File: config.mk
export PLATFORM = sky130hd
export DESIGN_NAME = refsel_ctrl
export DESIGN_NICKNAME = d
export VERILOG_FILES = /design/src/rtl/refsel_pkg.sv /design/src/rtl/refsel_guard.sv /design/src/rtl/refsel_auto_next.sv /design/src/rtl/refsel_manual_next.sv /design/src/rtl/refsel_ctrl.sv
export SDC_FILE = /design/constraint.sdc
export NUM_CORES = 1
export LEC_CHECK = 0
export CELL_PAD_IN_SITES_DETAIL_PLACEMENT = 1
export CELL_PAD_IN_SITES_GLOBAL_PLACEMENT = 2
export CORE_MARGIN = 2
export CORE_UTILIZATION = 39
export DETAILED_ROUTE_END_ITERATION = 10
export PLACE_DENSITY_LB_ADDON = 0.25
export SETUP_SLACK_MARGIN = 0.4
export SYNTH_ARGS = -nofsm -noshare
export SYNTH_HDL_FRONTEND = slang
export SYNTH_HIERARCHICAL = 1
export SYNTH_SLANG_ARGS = --single-unit
File: constraint.sdc
create_clock -name clk -period 2.6 [get_ports clk]
set_input_delay 0.78 -clock clk [delete_from_list [all_inputs] [get_ports clk]]
set_output_delay 0.78 -clock clk [all_outputs]
set_load 0.005 [all_outputs]
File: src/rtl/refsel_pkg.sv
package refsel_pkg;
  typedef enum logic [1:0] {
    MODE_NORMAL = 2'b00,
    MODE_HOLD   = 2'b01,
    MODE_FREE   = 2'b10
  } mode_e;

  typedef enum logic {
    REF_PRI = 1'b0,
    REF_SEC = 1'b1
  } ref_e;

  typedef struct packed {
    ref_e  refn;
    mode_e mode;
  } sel_state_t;

  localparam int NUM_REFS = 2;
endpackage

File: src/rtl/refsel_guard.sv
// Asymmetric qualifier: slow to assert, immediate to clear.
module refsel_guard #(
  parameter int GUARD_FRAMES = 20000
) (
  input  logic clk,
  input  logic rst,
  input  logic stb,
  input  logic loss,
  output logic qual
);
  localparam int CW = $clog2(GUARD_FRAMES + 1);
  localparam logic [CW-1:0] LAST = CW'(GUARD_FRAMES - 1);

  logic [CW-1:0] cnt;

  always_ff @(posedge clk) begin
    if (rst) begin
      cnt  <= '0;
      qual <= 1'b0;
    end else if (stb) begin
      if (!loss) begin
        cnt  <= '0;
        qual <= 1'b0;
      end else if (cnt == LAST) begin
        qual <= 1'b1;
      end else begin
        cnt <= cnt + 1'b1;
      end
    end
  end

  // a clean frame drops the qualifier at once
  assert_clear_on_good_R8: assert property (@(posedge clk) disable iff (rst)
    (stb && !loss) |=> !qual);
  // the qualifier only rises on a strobe that saw loss
  assert_rise_on_loss_R8: assert property (@(posedge clk) disable iff (rst)
    $rose(qual) |-> ($past(stb) && $past(loss)));
endmodule

File: src/rtl/refsel_auto_next.sv
module refsel_auto_next
  import refsel_pkg::*;
(
  input  sel_state_t cur,
  input  logic       loss_p,
  input  logic       loss_s,
  input  logic       qual_p,
  input  logic       qual_s,
  output sel_state_t nxt
);
  logic own_loss, oth_loss, own_qual;
  ref_e oth_ref;

  always_comb begin
    own_loss = (cur.refn == REF_PRI) ? loss_p : loss_s;
    oth_loss = (cur.refn == REF_PRI) ? loss_s : loss_p;
    own_qual = (cur.refn == REF_PRI) ? qual_p : qual_s;
    oth_ref  = (cur.refn == REF_PRI) ? REF_SEC : REF_PRI;
    nxt      = cur;
    case (cur.mode)
      MODE_NORMAL: begin
        if (own_loss) begin
          if (own_qual && !oth_loss) nxt = '{refn: oth_ref, mode: MODE_NORMAL};
          else                       nxt = '{refn: cur.refn, mode: MODE_HOLD};
        end
      end
      MODE_HOLD: begin
        if (!own_loss)                  nxt = '{refn: cur.refn, mode: MODE_NORMAL};
        else if (own_qual && !oth_loss) nxt = '{refn: oth_ref, mode: MODE_NORMAL};
      end
      default: begin
        if (!loss_p)      nxt = '{refn: REF_PRI, mode: MODE_NORMAL};
        else if (!loss_s) nxt = '{refn: REF_SEC, mode: MODE_NORMAL};
        else              nxt = '{refn: REF_PRI, mode: MODE_HOLD};
      end
    endcase
  end

  // automatic control never chooses Freerun
  always_comb begin
    assert_no_auto_free_R10: assert (nxt.mode != MODE_FREE);
  end
endmodule

File: src/rtl/refsel_manual_next.sv
module refsel_manual_next
  import refsel_pkg::*;
(
  input  logic [1:0] mode_sel,
  input  logic       ref_sel,
  output sel_state_t nxt
);
  always_comb begin
    nxt.refn = ref_sel ? REF_SEC : REF_PRI;
    case (mode_sel)
      2'b00:   nxt.mode = MODE_NORMAL;
      2'b01:   nxt.mode = MODE_HOLD;
      default: nxt.mode = MODE_FREE;
    endcase
  end
endmodule

File: src/rtl/refsel_ctrl.sv
module refsel_ctrl
  import refsel_pkg::*;
#(
  parameter int GUARD_FRAMES = 20000
) (
  input  logic       clk,
  input  logic       rst,
  input  logic       frame_stb,
  input  logic       auto_ctl,
  input  logic       loss_pri,
  input  logic       loss_sec,
  input  logic [1:0] mode_sel,
  input  logic       ref_sel,
  output logic       cur_ref,
  output logic [1:0] cur_mode,
  output logic       corr_en
);
  localparam sel_state_t RESET_STATE = '{refn: REF_PRI, mode: MODE_NORMAL};

  logic [NUM_REFS-1:0] loss_vec;
  logic [NUM_REFS-1:0] qual_vec;
  sel_state_t st, nxt_auto, nxt_man, nxt;
  logic pulse;

  assign loss_vec = {loss_sec, loss_pri};

  for (genvar g = 0; g < NUM_REFS; g++) begin : g_guard
    refsel_guard #(.GUARD_FRAMES(GUARD_FRAMES)) guard_i (
      .clk  (clk),
      .rst  (rst),
      .stb  (frame_stb),
      .loss (loss_vec[g]),
      .qual (qual_vec[g])
    );
  end

  refsel_auto_next auto_i (
    .cur    (st),
    .loss_p (loss_pri),
    .loss_s (loss_sec),
    .qual_p (qual_vec[0]),
    .qual_s (qual_vec[1]),
    .nxt    (nxt_auto)
  );

  refsel_manual_next man_i (
    .mode_sel (mode_sel),
    .ref_sel  (ref_sel),
    .nxt      (nxt_man)
  );

  always_comb begin
    nxt   = auto_ctl ? nxt_auto : nxt_man;
    pulse = (nxt.mode != MODE_FREE) &&
            ((nxt.refn != st.refn) ||
             (nxt.mode == MODE_NORMAL && st.mode != MODE_NORMAL));
  end

  always_ff @(posedge clk) begin
    if (rst) begin
      st      <= RESET_STATE;
      corr_en <= 1'b0;
    end else begin
      corr_en <= frame_stb && pulse;
      if (frame_stb) st <= nxt;
    end
  end

  assign cur_ref  = st.refn;
  assign cur_mode = st.mode;

  // no state movement without a strobe
  assert_hold_between_R2: assert property (@(posedge clk) disable iff (rst)
    !frame_stb |=> $stable({cur_ref, cur_mode}));
  // manual Normal request is obeyed on the requested reference
  assert_manual_normal_R3: assert property (@(posedge clk) disable iff (rst)
    (frame_stb && !auto_ctl && mode_sel == 2'b00) |=>
      (cur_mode == MODE_NORMAL && cur_ref == $past(ref_sel)));
  // both references lost keeps the reference and enters Holdover
  assert_both_lost_R7: assert property (@(posedge clk) disable iff (rst)
    (frame_stb && auto_ctl && loss_pri && loss_sec && cur_mode != MODE_FREE) |=>
      (cur_mode == MODE_HOLD && cur_ref == $past(cur_ref)));
  // corrector pulse lasts one cycle and never lands in Freerun
  assert_corr_single_R9: assert property (@(posedge clk) disable iff (rst)
    corr_en |=> !corr_en);
  assert_corr_not_free_R9: assert property (@(posedge clk) disable iff (rst)
    corr_en |-> cur_mode != MODE_FREE);
  // unused mode code never appears
  assert_legal_mode_R11: assert property (@(posedge clk) disable iff (rst)
    cur_mode != 2'b11);
endmodule

==> results of run 1 <==
-- layout by cell type (no fill, tap or decap), types with 6 or more instances in the layout --
cell type                         instances
sky130_fd_sc_hd__nor2_1                  24
sky130_fd_sc_hd__nand4_1                 12
sky130_fd_sc_hd__xor2_1                  11
sky130_fd_sc_hd__nand3_1                 10
sky130_fd_sc_hd__o21ai_0                 12
sky130_fd_sc_hd__dfxtp_1                 36
sky130_fd_sc_hd__clkbuf_8                 6
sky130_fd_sc_hd__clkdlybuf4s50_1          9
sky130_fd_sc_hd__nand2_1                  9
sky130_fd_sc_hd__inv_1                   11
sky130_fd_sc_hd__a21oi_1                  9
sky130_fd_sc_hd__a31oi_1                  6
sky130_fd_sc_hd__and3_1                   6
-- cell type report --
type	instances	area, sq um	area share
Clock buffer	6	82.6	0.0361
Clock inverter	2	10.0	0.00438
Inverter	11	41.3	0.0181
Multi-Input combinational cell	171	1150	0.504
Sequential cell	36	721	0.315
Tap cell	67	83.8	0.0367
Timing Repair Buffer	17	195	0.0853
-- worst min-delay path by stage --
stage	end	from
after floorplan	g_guard[1].guard_i/qual	g_guard[1].guard_i/qual
after global placement	g_guard[0].guard_i/qual	g_guard[0].guard_i/qual
after detailed placement	g_guard[0].guard_i/qual	g_guard[0].guard_i/qual
after CTS	g_guard[0].guard_i/qual	g_guard[0].guard_i/qual
after global routing	g_guard[0].guard_i/qual	g_guard[0].guard_i/qual
final	cur_mode[0]	cur_mode[0]
-- cells by family after synthesis --
logic type | after synthesis
adder cells (fa/ha/maj) | 4
other | 1
AND/OR/NAND/NOR | 102
AO/OA/AOI/OAI | 47
XOR/XNOR | 15
multiplexers | 2
flip-flops | 36
buffers and inverters | 22
-- worst min-delay path, cell delays in order, from the launching register on --
cell	delay, ps
sky130_fd_sc_hd__dfxtp_1	320
sky130_fd_sc_hd__nor2_1	80
sky130_fd_sc_hd__a211oi_1	60
-- stage by stage --
step,util,hold slack (ps)
2_1_floorplan,-,454
3_3_place_gp,0.449,490
3_5_place_dp,0.449,488
4_1_cts,0.468,511
5_1_grt,0.475,538
6_report,0.475,505
-- flip-flops by register name, indices dropped and copies added (netlist names) --
| register | count |
|---|---|
| g_guard.guard_i/cnt | 30 |
| cur_mode | 2 |
| g_guard.guard_i/qual | 2 |
| corr_en | 1 |
| cur_ref | 1 |
-- metal layers --
metal,up-vias,routed length [microns]
met3,7,84
met2,11,2460
met1,856,2290
li1,860,-
met4,0,66
met5,-,0
-- power by group through the flow --
stage	sequential, W	combinational (W)	clock (W)
2_1_floorplan	0.000580	0.0000543	0
3_3_place_gp	0.000582	0.0000972	0
3_5_place_dp	0.000582	0.0000976	0
4_1_cts	0.000569	0.0000982	0.000427
5_1_grt	0.000571	0.000113	0.000454
6_report	0.000569	0.000102	0.000412
==> results.rst, run 1 <==
.. list-table::
   :header-rows: 1

   * - Metric
     - Value
   * - Synth area leaders
     - sky130_fd_sc_hd__dfxtp_1, sky130_fd_sc_hd__xor2_1, sky130_fd_sc_hd__nor2_1
   * - Async set-or-reset flop fraction in the synthesized netlist
     - 0
   * - Worst flop-to-flop path endpoint
     - g_guard[1].guard_i/cnt[5]
   * - Cell Count Post-Placement
     - 301
   * - Number of stages on the worst hold path
     - 2
   * - Cells along the critical path
     - clkdlybuf4s50_1
   * - Area of the core
     - 4820 sq um
   * - Die span in y
     - 75.3 microns
   * - Distinct cell type count of the synthesized netlist
     - 47
   * - Layout cell share with drive strength beyond 1
     - 0.107
   * - Crit Reg-Reg Startpoint
     - g_guard[1].guard_i/cnt[0]
   * - Register-to-register path setup slack
     - 890 ps
   * - Worst-path maximum fanout
     - 5
   * - Peak ir drop on the vdd network
     - 0.264 mV
   * - Leakage power summed over all cells
     - approximately 0.95 nW
   * - Category of the worst setup path launch point
     - register
   * - Filler Cells Inserted
     - 606
   * - Dominant combinational cell family by area after synthesis
     - simple AND/OR/NAND/NOR gates
   * - Adder-Cell Fraction of Synth Area
     - 0.0253
   * - Number of instances resized during post-cts repair
     - 0
   * - Largest delay share family, worst path
     - buffers and inverters
   * - Post-Route WL
     - ~4.9 mm
   * - Post-synthesis compound-gate area fraction
     - 0.157
   * - Switching power share of the total
     - 0.243
   * - Critical path depth in cells
     - 1
   * - Router iterations before antenna repair
     - 4
   * - Number of synthesized flops with an enable pin
     - 0
   * - Sum of buffers and inverters on the critical path
     - 1
   * - Post-CTS setup buffer count
     - 0
   * - Synth Area in XOR/XNOR
     - 0.0663
   * - Met1 Use GR
     - 0.241
   * - Synthesized net count
     - around 240
   * - Synth top cells by count
     - sky130_fd_sc_hd__dfxtp_1, sky130_fd_sc_hd__nor2_1, sky130_fd_sc_hd__o21ai_0
   * - Register clock-pin slew on the reported worst setup and hold paths
     - around 70 ps
   * - Status
     - completed
   * - Total via count in the routed design
     - between 1500 and 2000
   * - Synthesis-to-layout area growth
     - 15.4%
   * - Simple logic cell fraction of the synthesized area
     - 0.321
   * - Worst Hold Class
     - reg2reg
   * - Count of hold-fix buffers inserted at cts
     - 0
   * - Die W
     - 75.3 microns
   * - Logic pwr share
     - 0.094
   * - Worst slack after detailed placement
     - 115 ps
   * - Fraction of synthesized cell area taken by the top area cell type
     - 0.364
   * - Critical Path Start
     - cur_ref
   * - Power density relative to cell area
     - approximately 470 nW/um^2
   * - Sequential share of power
     - 0.526
   * - Final weighted congestion in routability-driven placement
     - about 0.77
   * - DRC errors left
     - 0
   * - Time the worst path needs with I/O delays and setup
     - 2080 ps
   * - Worst setup EP type
     - primary output
   * - H-tree level count
     - 2
   * - Largest incremental delay on the critical path
     - 560 ps
   * - Worst-case setup margin in the final layout
     - approximately 520 ps
   * - Total number of yosys warnings
     - 6
   * - Antenna violations before repair
     - 0
   * - Maximum number of pins on one net before global-route repair
     - 26
   * - Sequential area share after synthesis
     - 0.364
   * - Number of flip-flops and latches in the synthesized netlist
     - 36
   * - Post-Synthesis Mean Instance Area
     - 8.65 sq um
   * - Net switching component of the power
     - 0.000263 W
   * - Post-route insts no fill
     - a little over 300
   * - # clock sinks
     - 36
   * - GR Util met2
     - 0.312
   * - Commonest register cell after synthesis
     - sky130_fd_sc_hd__dfxtp_1
   * - Gate count of the mapped netlist
     - between 200 and 250
   * - Worst-case clock buffer depth
     - 2
   * - Count of cells along the worst register-to-register path
     - 5
   * - Clock Root Buffer
     - sky130_fd_sc_hd__clkbuf_8
   * - Peak Freq
     - between 0.4 and 0.5 GHz
   * - TritonCTS clock tree
     - built
   * - Worst setup path class
     - reg2out
   * - Antenna fix cells
     - 0
   * - Via count of the first global-routing pass
     - between 1500 and 2000
   * - Final clock skew
     - 4.74 ps
   * - Estimated wirelength of the detail-placed design
     - 3.53 mm
   * - PortBufs
     - 12
   * - Routing usage on met3
     - 0.0402
   * - Mux cell area share after synthesis
     - 0.0101
   * - Post-route fraction of the period consumed by the critical path
     - 0.802
   * - Final global-route overflow total
     - 0
   * - Number of nets with antenna violations after routing
     - 0
   * - Required time at the endpoint of the critical path
     - 1820 ps
   * - Part of the power in the clock network
     - 0.380
   * - Yosys top cell by area
     - sky130_fd_sc_hd__dfxtp_1
   * - Final count of pins violating max slew
     - 0
   * - Site row count
     - 25
   * - Worst skew pair latency
     - around 280 ps
   * - Nets
     - 255
   * - Total Die Area
     - 5670 sq um
   * - Instance area after placement
     - 2160 sq um
   * - Cell Area, Synth
     - ~2000 sq um
   * - Most used routing layer in global routing
     - met2
   * - Routed length per instance
     - 15.8 microns
   * - Final design instance area without fill
     - 2290 sq um
   * - Unrepaired setup endpoints after global routing
     - false
   * - Count of endpoints failing setup in the final report
     - 0
   * - Library cell with the highest instance count after synthesis
     - sky130_fd_sc_hd__dfxtp_1
   * - Cell-internal power
     - 0.000820 W
   * - Number of hold violations in the final report
     - 0
   * - Number of buffers created by CTS
     - 5
   * - Aggregate global-route resource usage
     - 0.188
   * - Count of routing violations after the opening detailed-route iteration
     - 61
   * - Arrival time reported for the critical path endpoint
     - ~1300 ps
   * - Capture point of the critical path
     - cur_ref
   * - # Max-Cap Violations
     - 0
   * - Starting utilization of the core area
     - 0.411
   * - Setup tns final
     - 0 ps
   * - Per-cell via count in the routed design
     - 5.59
   * - Cell with the largest stage delay on the worst path
     - sky130_fd_sc_hd__clkdlybuf4s50_1
   * - Number of ports placed on the die boundary
     - 13
   * - Global-route wire length before repair
     - roughly 8.1 mm
   * - Tot Pwr
     - approximately 0.0011 W
(Power assumes the default switching activity.)
==> inputs of run 2 (changes only) <==
CORE_UTILIZATION = 32   (was 39)
clock period = 1.7 ns   (was 2.6 ns; I/O delays follow)
==> run 2 against run 1 <==
Sequential cell count unchanged. Register-to-register slack got worse by 710 ps. Via count increased by 16%. Global-route usage increased by 1.5 points. Count of clock-buffer cells in the layout increased by 2. Sequential power increased by 51%. First-iteration DRC count increased by 4.9%. Clock skew increased by 2.5 ps. Hold slack got worse by 16 ps. Combinational power increased by 150%. Die area increased by 21%. Largest cell class unchanged.
==> results.rst, run 2 (synthesis results as in run 1) <==
.. list-table::
   :header-rows: 1

   * - Metric
     - Value
   * - Worst Hold Class
     - reg2reg (unchanged)
   * - Count of cells along the worst register-to-register path
     - 7 (was 5)
   * - Register clock-pin slew on the reported worst setup and hold paths
     - 70 ps (about the same)
   * - Per-cell via count in the routed design
     - 5.29 (was 5.59)
   * - Final design instance area without fill
     - 3090 sq um (was 2290 sq um)
   * - Arrival time reported for the critical path endpoint
     - 1710 ps (was 1300 ps)
   * - Maximum number of pins on one net before global-route repair
     - 11 (was 26)
   * - Post-Route WL
     - 6.41 mm (was 4.90 mm)
   * - Leakage power summed over all cells
     - 1.33 nW (was 0.945 nW)
   * - Number of flip-flops in the largest register
     - 30 (unchanged)
   * - Nets
     - 316 (was 255)
   * - Sequential share of power
     - 0.488 (was 0.526)
   * - Logic pwr share
     - 0.144 (was 0.094)
   * - Area of the core
     - 5960 sq um (was 4820 sq um)
   * - Site row count
     - 28 (was 25)
   * - Final global-route overflow total
     - 0 (unchanged)
   * - Count of endpoints failing setup in the final report
     - 0 (unchanged)
   * - Aggregate global-route resource usage
     - 0.203 (was 0.188)
   * - Cells along the critical path
     - buf_6, nand2b_4, o21ai_2, a21o_1, mux2i_2, xor2_1, a2111oi_2 (was clkdlybuf4s50_1)
   * - Total via count in the routed design
     - 2005 (was 1734)
   * - Post-route insts no fill
     - 379 (was 310)
   * - Worst flop-to-flop path endpoint
     - corr_en (was g_guard[1].guard_i/cnt[5])
   * - Largest incremental delay on the critical path
     - 350 ps (was 560 ps)
   * - Synthesis-to-layout area growth
     - 55.7% (was 15.4%)
   * - Unrepaired setup endpoints after global routing
     - true (was false)
   * - Cell Count Post-Placement
     - 337 (was 301)
   * - Register-to-register path setup slack
     - 180 ps (was 890 ps)
   * - Area used by multi-input combinational logic
     - 1400 sq um (was 1150 sq um)
   * - Final count of pins violating max slew
     - 0 (unchanged)
   * - Via count of the first global-routing pass
     - 2124 (was 1690)
   * - Sequential cell area in the final layout
     - 777 sq um (was 721 sq um)
   * - Final clock skew
     - 7.24 ps (was 4.74 ps)
   * - Total Die Area
     - 6840 sq um (was 5670 sq um)
   * - Power density relative to cell area
     - 572 nW/um^2 (was 473 nW/um^2)
   * - Worst-path maximum fanout
     - 5 (unchanged)
   * - Number of nets with antenna violations after routing
     - 0 (unchanged)
   * - Worst setup EP type
     - register (was primary output)
   * - # Max-Cap Violations
     - 0 (unchanged)
   * - Instance area after placement
     - 2420 sq um (was 2160 sq um)
   * - Crit Reg-Reg Startpoint
     - cur_mode[1] (was g_guard[1].guard_i/cnt[0])
   * - Tot Pwr
     - 0.00176 W (was 0.00108 W)
   * - Leading cell types in the layout, fill and taps excluded
     - sky130_fd_sc_hd__buf_4, sky130_fd_sc_hd__nor2_1, sky130_fd_sc_hd__dfxtp_2 (was sky130_fd_sc_hd__dfxtp_1, sky130_fd_sc_hd__nor2_1, sky130_fd_sc_hd__o21ai_0, sky130_fd_sc_hd__nand4_1)
   * - Worst-case clock buffer depth
     - 2 (unchanged)
   * - Number of ports placed on the die boundary
     - 13 (unchanged)
   * - Antenna fix cells
     - 0 (unchanged)
   * - Worst skew pair latency
     - 290 ps (was 280 ps)
   * - Final weighted congestion in routability-driven placement
     - 0.805 (was 0.768)
   * - Die span in y
     - 82.7 microns (was 75.3 microns)
   * - Clock Root Buffer
     - sky130_fd_sc_hd__clkbuf_8 (unchanged)
   * - Net switching component of the power
     - 0.000448 W (was 0.000263 W)
   * - Cell-internal power
     - 0.00132 W (was 0.000820 W)
   * - Met1 wire length
     - 2.93 mm (was 2.29 mm)
   * - Number of buffers created by CTS
     - 5 (unchanged)
   * - Register containing the most flip-flops in the final layout
     - g_guard.guard_i/cnt (unchanged)
   * - Global-route wire length before repair
     - 10.6 mm (was 8.08 mm)
   * - Estimated wirelength of the detail-placed design
     - 3.84 mm (was 3.53 mm)
   * - Status
     - completed (unchanged)
   * - Count of routing violations after the opening detailed-route iteration
     - 64 (was 61)
   * - Post-route fraction of the period consumed by the critical path
     - 0.894
   * - Required time at the endpoint of the critical path
     - 1890 ps (was 1820 ps)
   * - Layout cell share with drive strength beyond 1
     - 0.500 (was 0.107)
   * - TritonCTS clock tree
     - built (unchanged)
   * - Peak ir drop on the vdd network
     - 0.307 mV (was 0.264 mV)
   * - Time the worst path needs with I/O delays and setup
     - 1520 ps
   * - Part of the power in the clock network
     - 0.368 (was 0.380)
   * - Count of hold-fix buffers inserted at cts
     - 0 (unchanged)
   * - Critical Path Start
     - cur_mode[1] (was cur_ref)
   * - Die W
     - 82.7 microns (was 75.3 microns)
   * - # clock sinks
     - 36 (unchanged)
   * - Most common cell after layout, fill and taps aside
     - sky130_fd_sc_hd__buf_4 (was sky130_fd_sc_hd__dfxtp_1)
   * - Category of the worst setup path launch point
     - register (unchanged)
   * - Cell with the largest stage delay on the worst path
     - sky130_fd_sc_hd__dfxtp_4 (was sky130_fd_sc_hd__clkdlybuf4s50_1)
   * - Peak Freq
     - 0.658 GHz
   * - Routed length per instance
     - 16.9 microns (was 15.8 microns)
   * - Switching power share of the total
     - 0.254 (was 0.243)
   * - Filler Cells Inserted
     - 693 (was 606)
   * - Worst setup path class
     - reg2reg (was reg2out)
   * - Router iterations before antenna repair
     - 4 (unchanged)
   * - Top Layer Used
     - met4 (unchanged)
   * - Sum of met2 wire segment lengths after detailed routing
     - 3.31 mm (was 2.46 mm)
   * - DRC errors left
     - 0 (unchanged)
   * - Starting utilization of the core area
     - 0.333 (was 0.411)
   * - Number of hold violations in the final report
     - 0 (unchanged)
   * - Met3 wire length
     - 124 microns (was 84 microns)
   * - H-tree level count
     - 2 (unchanged)
   * - Antenna violations before repair
     - 0 (unchanged)
   * - PortBufs
     - 12 (unchanged)
   * - Capture point of the critical path
     - corr_en (was cur_ref)
[run 2: cell types whose count changed in the layout (fill, tap and decap cells not counted), sizes merged]
cell and change:
clkbuf +3, dlygate4sd2 +1, dlymetal6s2s -3, clkdlybuf4s15 +3
bufbuf +1, clkinv -2, clkdlybuf4s50 -6, buf +64
[run 2: how the worst min path moves through the flow]
stage | start | endpoint | cells after the start
final | g_guard[1].guard_i/cnt[4] | g_guard[1].guard_i/cnt[4] | 1
after global routing | g_guard[1].guard_i/cnt[4] | g_guard[1].guard_i/cnt[4] | 1
after CTS | g_guard[1].guard_i/cnt[3] | g_guard[1].guard_i/cnt[3] | 1
after detailed placement | g_guard[1].guard_i/cnt[1] | g_guard[1].guard_i/cnt[1] | 2
after global placement | g_guard[1].guard_i/cnt[1] | g_guard[1].guard_i/cnt[1] | 2
after floorplan | g_guard[0].guard_i/cnt[1] | g_guard[0].guard_i/cnt[1] | 2
[run 2: final cells by class]
type	count	area share
multi-input combinational	171	0.453
inverter	11	0.0150
clock buffer	8	0.0292
tap	75	0.0304
timing repair buffer	78	0.221
sequential	36	0.252
[run 2: power by group through the flow]
stage	registers [W]	logic [W]	clock network, W
3_3_place_gp	0.000893	0.000191	0
5_1_grt	0.000863	0.000277	0.000714
4_1_cts	0.000866	0.000251	0.000677
2_1_floorplan	0.000890	0.0000900	0
6_report	0.000861	0.000254	0.000648
3_5_place_dp	0.000893	0.000193	0
[run 2: stage by stage]
stage | utilization | hold WS [ps] | worst slack, ps | TNS [ps]
5_1_grt | 0.518 | 527 | 55.2 | 0
6_report | 0.518 | 489 | 181 | 0
3_5_place_dp | 0.406 | 482 | -446 | -8220
4_1_cts | 0.489 | 498 | 170 | 0
2_1_floorplan | - | 461 | 218 | 0
3_3_place_gp | 0.406 | 480 | -394 | -7660
[run 2: what timing repair did]
action	in CTS	in global routing
setup buffers	25	8
resized for setup	88	31
endpoints found under the hold margin	0	0
pin swaps	28	13
endpoints found under the setup margin	40	37
cloned	1	0
[run 2: worst max-delay path, delay by kind of cell (launching register included)]
kind,cells,cell delay [ps]
AND/OR/NAND/NOR,1,130
XOR/XNOR,1,130
multiplexers,1,190
buffers and inverters,1,110
flip-flops,1,350
AO/OA/AOI/OAI,3,510
[run 2: routing by layer]
metal  global-route usage  vias to the layer above
li1                     -                      994
met1                0.260                      990
met2                0.358                       17
met3               0.0326                        4
met4               0.0443                        0
met5                    0                        -
==> inputs of run 3 (changes only) <==
CORE_MARGIN = unset   (was 2)
==> run 3 against run 2 <==
Power down 4.5%. Clock skew up 1.6 ps. Design area down 2.0%. Critical path depth unchanged. Global-route usage down 0.35 points. Maximum frequency down 2.0%. Critical endpoint unchanged. Largest cell class unchanged.
==> results.rst, run 3 (synthesis results as in run 1) <==
.. list-table::
   :header-rows: 1

   * - Metric
     - Value
   * - H-tree level count
     - 2 (unchanged)
   * - Cells along the critical path
     - buf_6, nand2b_4, o21ai_2, a21o_1, mux2i_2, xor2_1, a2111oi_2 (unchanged)
   * - Largest delay share family, worst path
     - compound AO/OA/AOI/OAI gates (unchanged)
   * - Number of flip-flops in the largest register
     - 30 (unchanged)
   * - Category of the worst setup path launch point
     - register (unchanged)
   * - Final global-route overflow total
     - 0 (unchanged)
   * - Worst skew pair latency
     - 290 ps (about the same)
   * - Unrepaired setup endpoints after global routing
     - true (unchanged)
   * - Setup tns final
     - 0 ps (unchanged)
   * - Worst hold path endpoint
     - g_guard[1].guard_i/cnt[4] (unchanged)
   * - Register clock-pin slew on the reported worst setup and hold paths
     - 70 ps (about the same)
   * - Starting utilization of the core area
     - 0.333 (unchanged)
   * - Final clock skew
     - 8.89 ps (was 7.24 ps)
   * - Count of hold-fix buffers inserted at cts
     - 0 (unchanged)
   * - Final weighted congestion in routability-driven placement
     - 0.799 (was 0.805)
   * - Aggregate global-route resource usage
     - 0.200 (was 0.203)
   * - Total via count in the routed design
     - 1958 (was 2005)
   * - Die W
     - 80.7 microns (was 82.7 microns)
   * - Crit Reg-Reg Startpoint
     - cur_mode[1] (unchanged)
   * - # Max-Cap Violations
     - 0 (unchanged)
   * - Largest incremental delay on the critical path
     - 350 ps (about the same)
   * - Final count of pins violating max slew
     - 0 (unchanged)
   * - Worst flop-to-flop path endpoint
     - corr_en (unchanged)
   * - Tot Pwr
     - 0.00169 W (was 0.00176 W)
   * - Status
     - completed (unchanged)
   * - Leakage power summed over all cells
     - 1.28 nW (was 1.33 nW)
   * - Number of stages on the worst hold path
     - 1 (unchanged)
   * - Router iterations before antenna repair
     - 5 (was 4)
   * - Clock Root Buffer
     - sky130_fd_sc_hd__clkbuf_8 (unchanged)
   * - Worst setup EP type
     - register (unchanged)
   * - TritonCTS clock tree
     - built (unchanged)
   * - Register-to-register path setup slack
     - 150 ps (was 180 ps)
   * - Worst setup path class
     - reg2reg (unchanged)
   * - Register containing the most flip-flops in the final layout
     - g_guard.guard_i/cnt (unchanged)
   * - Synthesis-to-layout area growth
     - 52.6% (was 55.7%)
   * - Sum of buffers and inverters on the critical path
     - 1 (unchanged)
   * - PortBufs
     - 12 (unchanged)
   * - Site row count
     - 28 (unchanged)
   * - Post-Route WL
     - 6.06 mm (was 6.41 mm)
   * - Estimated wirelength of the detail-placed design
     - 4.03 mm (was 3.84 mm)
   * - Critical path depth in cells
     - 7 (unchanged)
   * - Antenna fix cells
     - 0 (unchanged)
   * - Per-cell via count in the routed design
     - 5.29 (about the same)
   * - Routed length per instance
     - 16.4 microns (was 16.9 microns)
   * - Leading cell types in the layout, fill and taps excluded
     - sky130_fd_sc_hd__buf_4, sky130_fd_sc_hd__nor2_1, sky130_fd_sc_hd__dfxtp_2 (unchanged)
   * - Most common cell after layout, fill and taps aside
     - sky130_fd_sc_hd__buf_4 (unchanged)
   * - Total Die Area
     - 6510 sq um (was 6840 sq um)
   * - Layout cell share with drive strength beyond 1
     - 0.481 (was 0.500)
   * - Required time at the endpoint of the critical path
     - 1880 ps (was 1890 ps)
   * - Time the worst path needs with I/O delays and setup
     - 1550 ps (was 1520 ps)
   * - Number of hold violations in the final report
     - 0 (unchanged)
   * - Worst-path maximum fanout
     - 4 (was 5)
   * - Worst-case clock buffer depth
     - 2 (unchanged)
   * - Power density relative to cell area
     - 557 nW/um^2 (was 572 nW/um^2)
   * - # clock sinks
     - 36 (unchanged)
   * - Count of routing violations after the opening detailed-route iteration
     - 53 (was 64)
   * - Via count of the first global-routing pass
     - 2085 (was 2124)
   * - Area of the core
     - 5960 sq um (unchanged)
   * - Global-route wire length before repair
     - 9.94 mm (was 10.6 mm)
   * - Maximum number of pins on one net before global-route repair
     - 11 (unchanged)
   * - DRC errors left
     - 0 (unchanged)
   * - Antenna violations before repair
     - 0 (unchanged)
   * - Worst Hold Class
     - reg2reg (unchanged)
   * - Count of cells along the worst register-to-register path
     - 7 (unchanged)
   * - Peak ir drop on the vdd network
     - 0.285 mV (was 0.307 mV)
   * - Peak Freq
     - 0.645 GHz (was 0.658 GHz)
   * - Post-route fraction of the period consumed by the critical path
     - 0.912 (was 0.894)
   * - Arrival time reported for the critical path endpoint
     - 1730 ps (was 1710 ps)
   * - Die span in y
     - 80.7 microns (was 82.7 microns)
   * - Count of endpoints failing setup in the final report
     - 0 (unchanged)
   * - Number of ports placed on the die boundary
     - 13 (unchanged)
   * - Launch point of the worst hold path
     - g_guard[1].guard_i/cnt[4] (unchanged)
   * - Cell with the largest stage delay on the worst path
     - sky130_fd_sc_hd__dfxtp_4 (unchanged)
   * - Number of nets with antenna violations after routing
     - 0 (unchanged)
   * - Number of buffers created by CTS
     - 5 (unchanged)
   * - Nets
     - 310 (was 316)
[run 3: changes by cell type in the layout (fill, tap and decap cells not counted), sizes merged]
cell | before | now
buf | 68 | 64
clkbuf | 10 | 6
clkdlybuf4s15 | 3 | 2
[run 3: timing repair]
item	CTS	global route
gates cloned	2	0
setup endpoints to repair	40	36
setup buffers	19	4
pin swaps	34	23
resized for setup	83	39
[run 3: worst max path at each step]
stage | startpoint | slack, ps | end
after global placement | frame_stb | -430 | g_guard[0].guard_i/cnt[13]
final | cur_mode[1] | 150 | corr_en
after CTS | cur_mode[1] | 190 | corr_en
after detailed placement | frame_stb | -490 | g_guard[0].guard_i/cnt[13]
after global routing | cur_mode[1] | 40 | corr_en
after floorplan | frame_stb | 220 | g_guard[0].guard_i/cnt[14]
[run 3: where the power goes]
group          switching, W  total, W  internal (W)
logic              0.000119  0.000269      0.000149
clock network      0.000288  0.000553      0.000264
registers         0.0000149  0.000863      0.000849
total              0.000423   0.00169       0.00126
[run 3: final cells by class]
| cell class | instances | area (sq um) |
|---|---|---|
| fill | 694 | 2930 |
| multi-input combinational | 171 | 1370 |
| sequential | 36 | 774 |
| timing repair buffer | 72 | 672 |
| tap | 75 | 93.8 |
| clock buffer | 5 | 68.8 |
| inverter | 11 | 43.8 |
[run 3: worst register-to-register path: stages, from the launching register on]
cell                        delay [ps]
sky130_fd_sc_hd__dfxtp_4           350
sky130_fd_sc_hd__buf_6             110
sky130_fd_sc_hd__nand2b_4          140
sky130_fd_sc_hd__o21ai_2            60
sky130_fd_sc_hd__a21o_1            180
sky130_fd_sc_hd__mux2i_2           210
sky130_fd_sc_hd__xor2_1            120
sky130_fd_sc_hd__a2111oi_2         290
[run 3: metal layers]
layer  wire, microns  share of wire  track usage
met5               0              0            0
met4              77          0.013       0.0554
met3              86          0.014       0.0318
met2            3040           0.50        0.360
met1            2850           0.47        0.242
[run 3: metrics by stage]
step	setup WS [ps]	instances	utilization	cell area [sq um]	hold WS, ps
floorplan	218	229	-	2030	461
global placement	-434	340	0.410	2440	478
detailed placement	-495	340	0.410	2440	485
CTS	186	366	0.485	2890	513
global route	41.2	370	0.508	3020	511
finish	150	370	0.508	3020	488
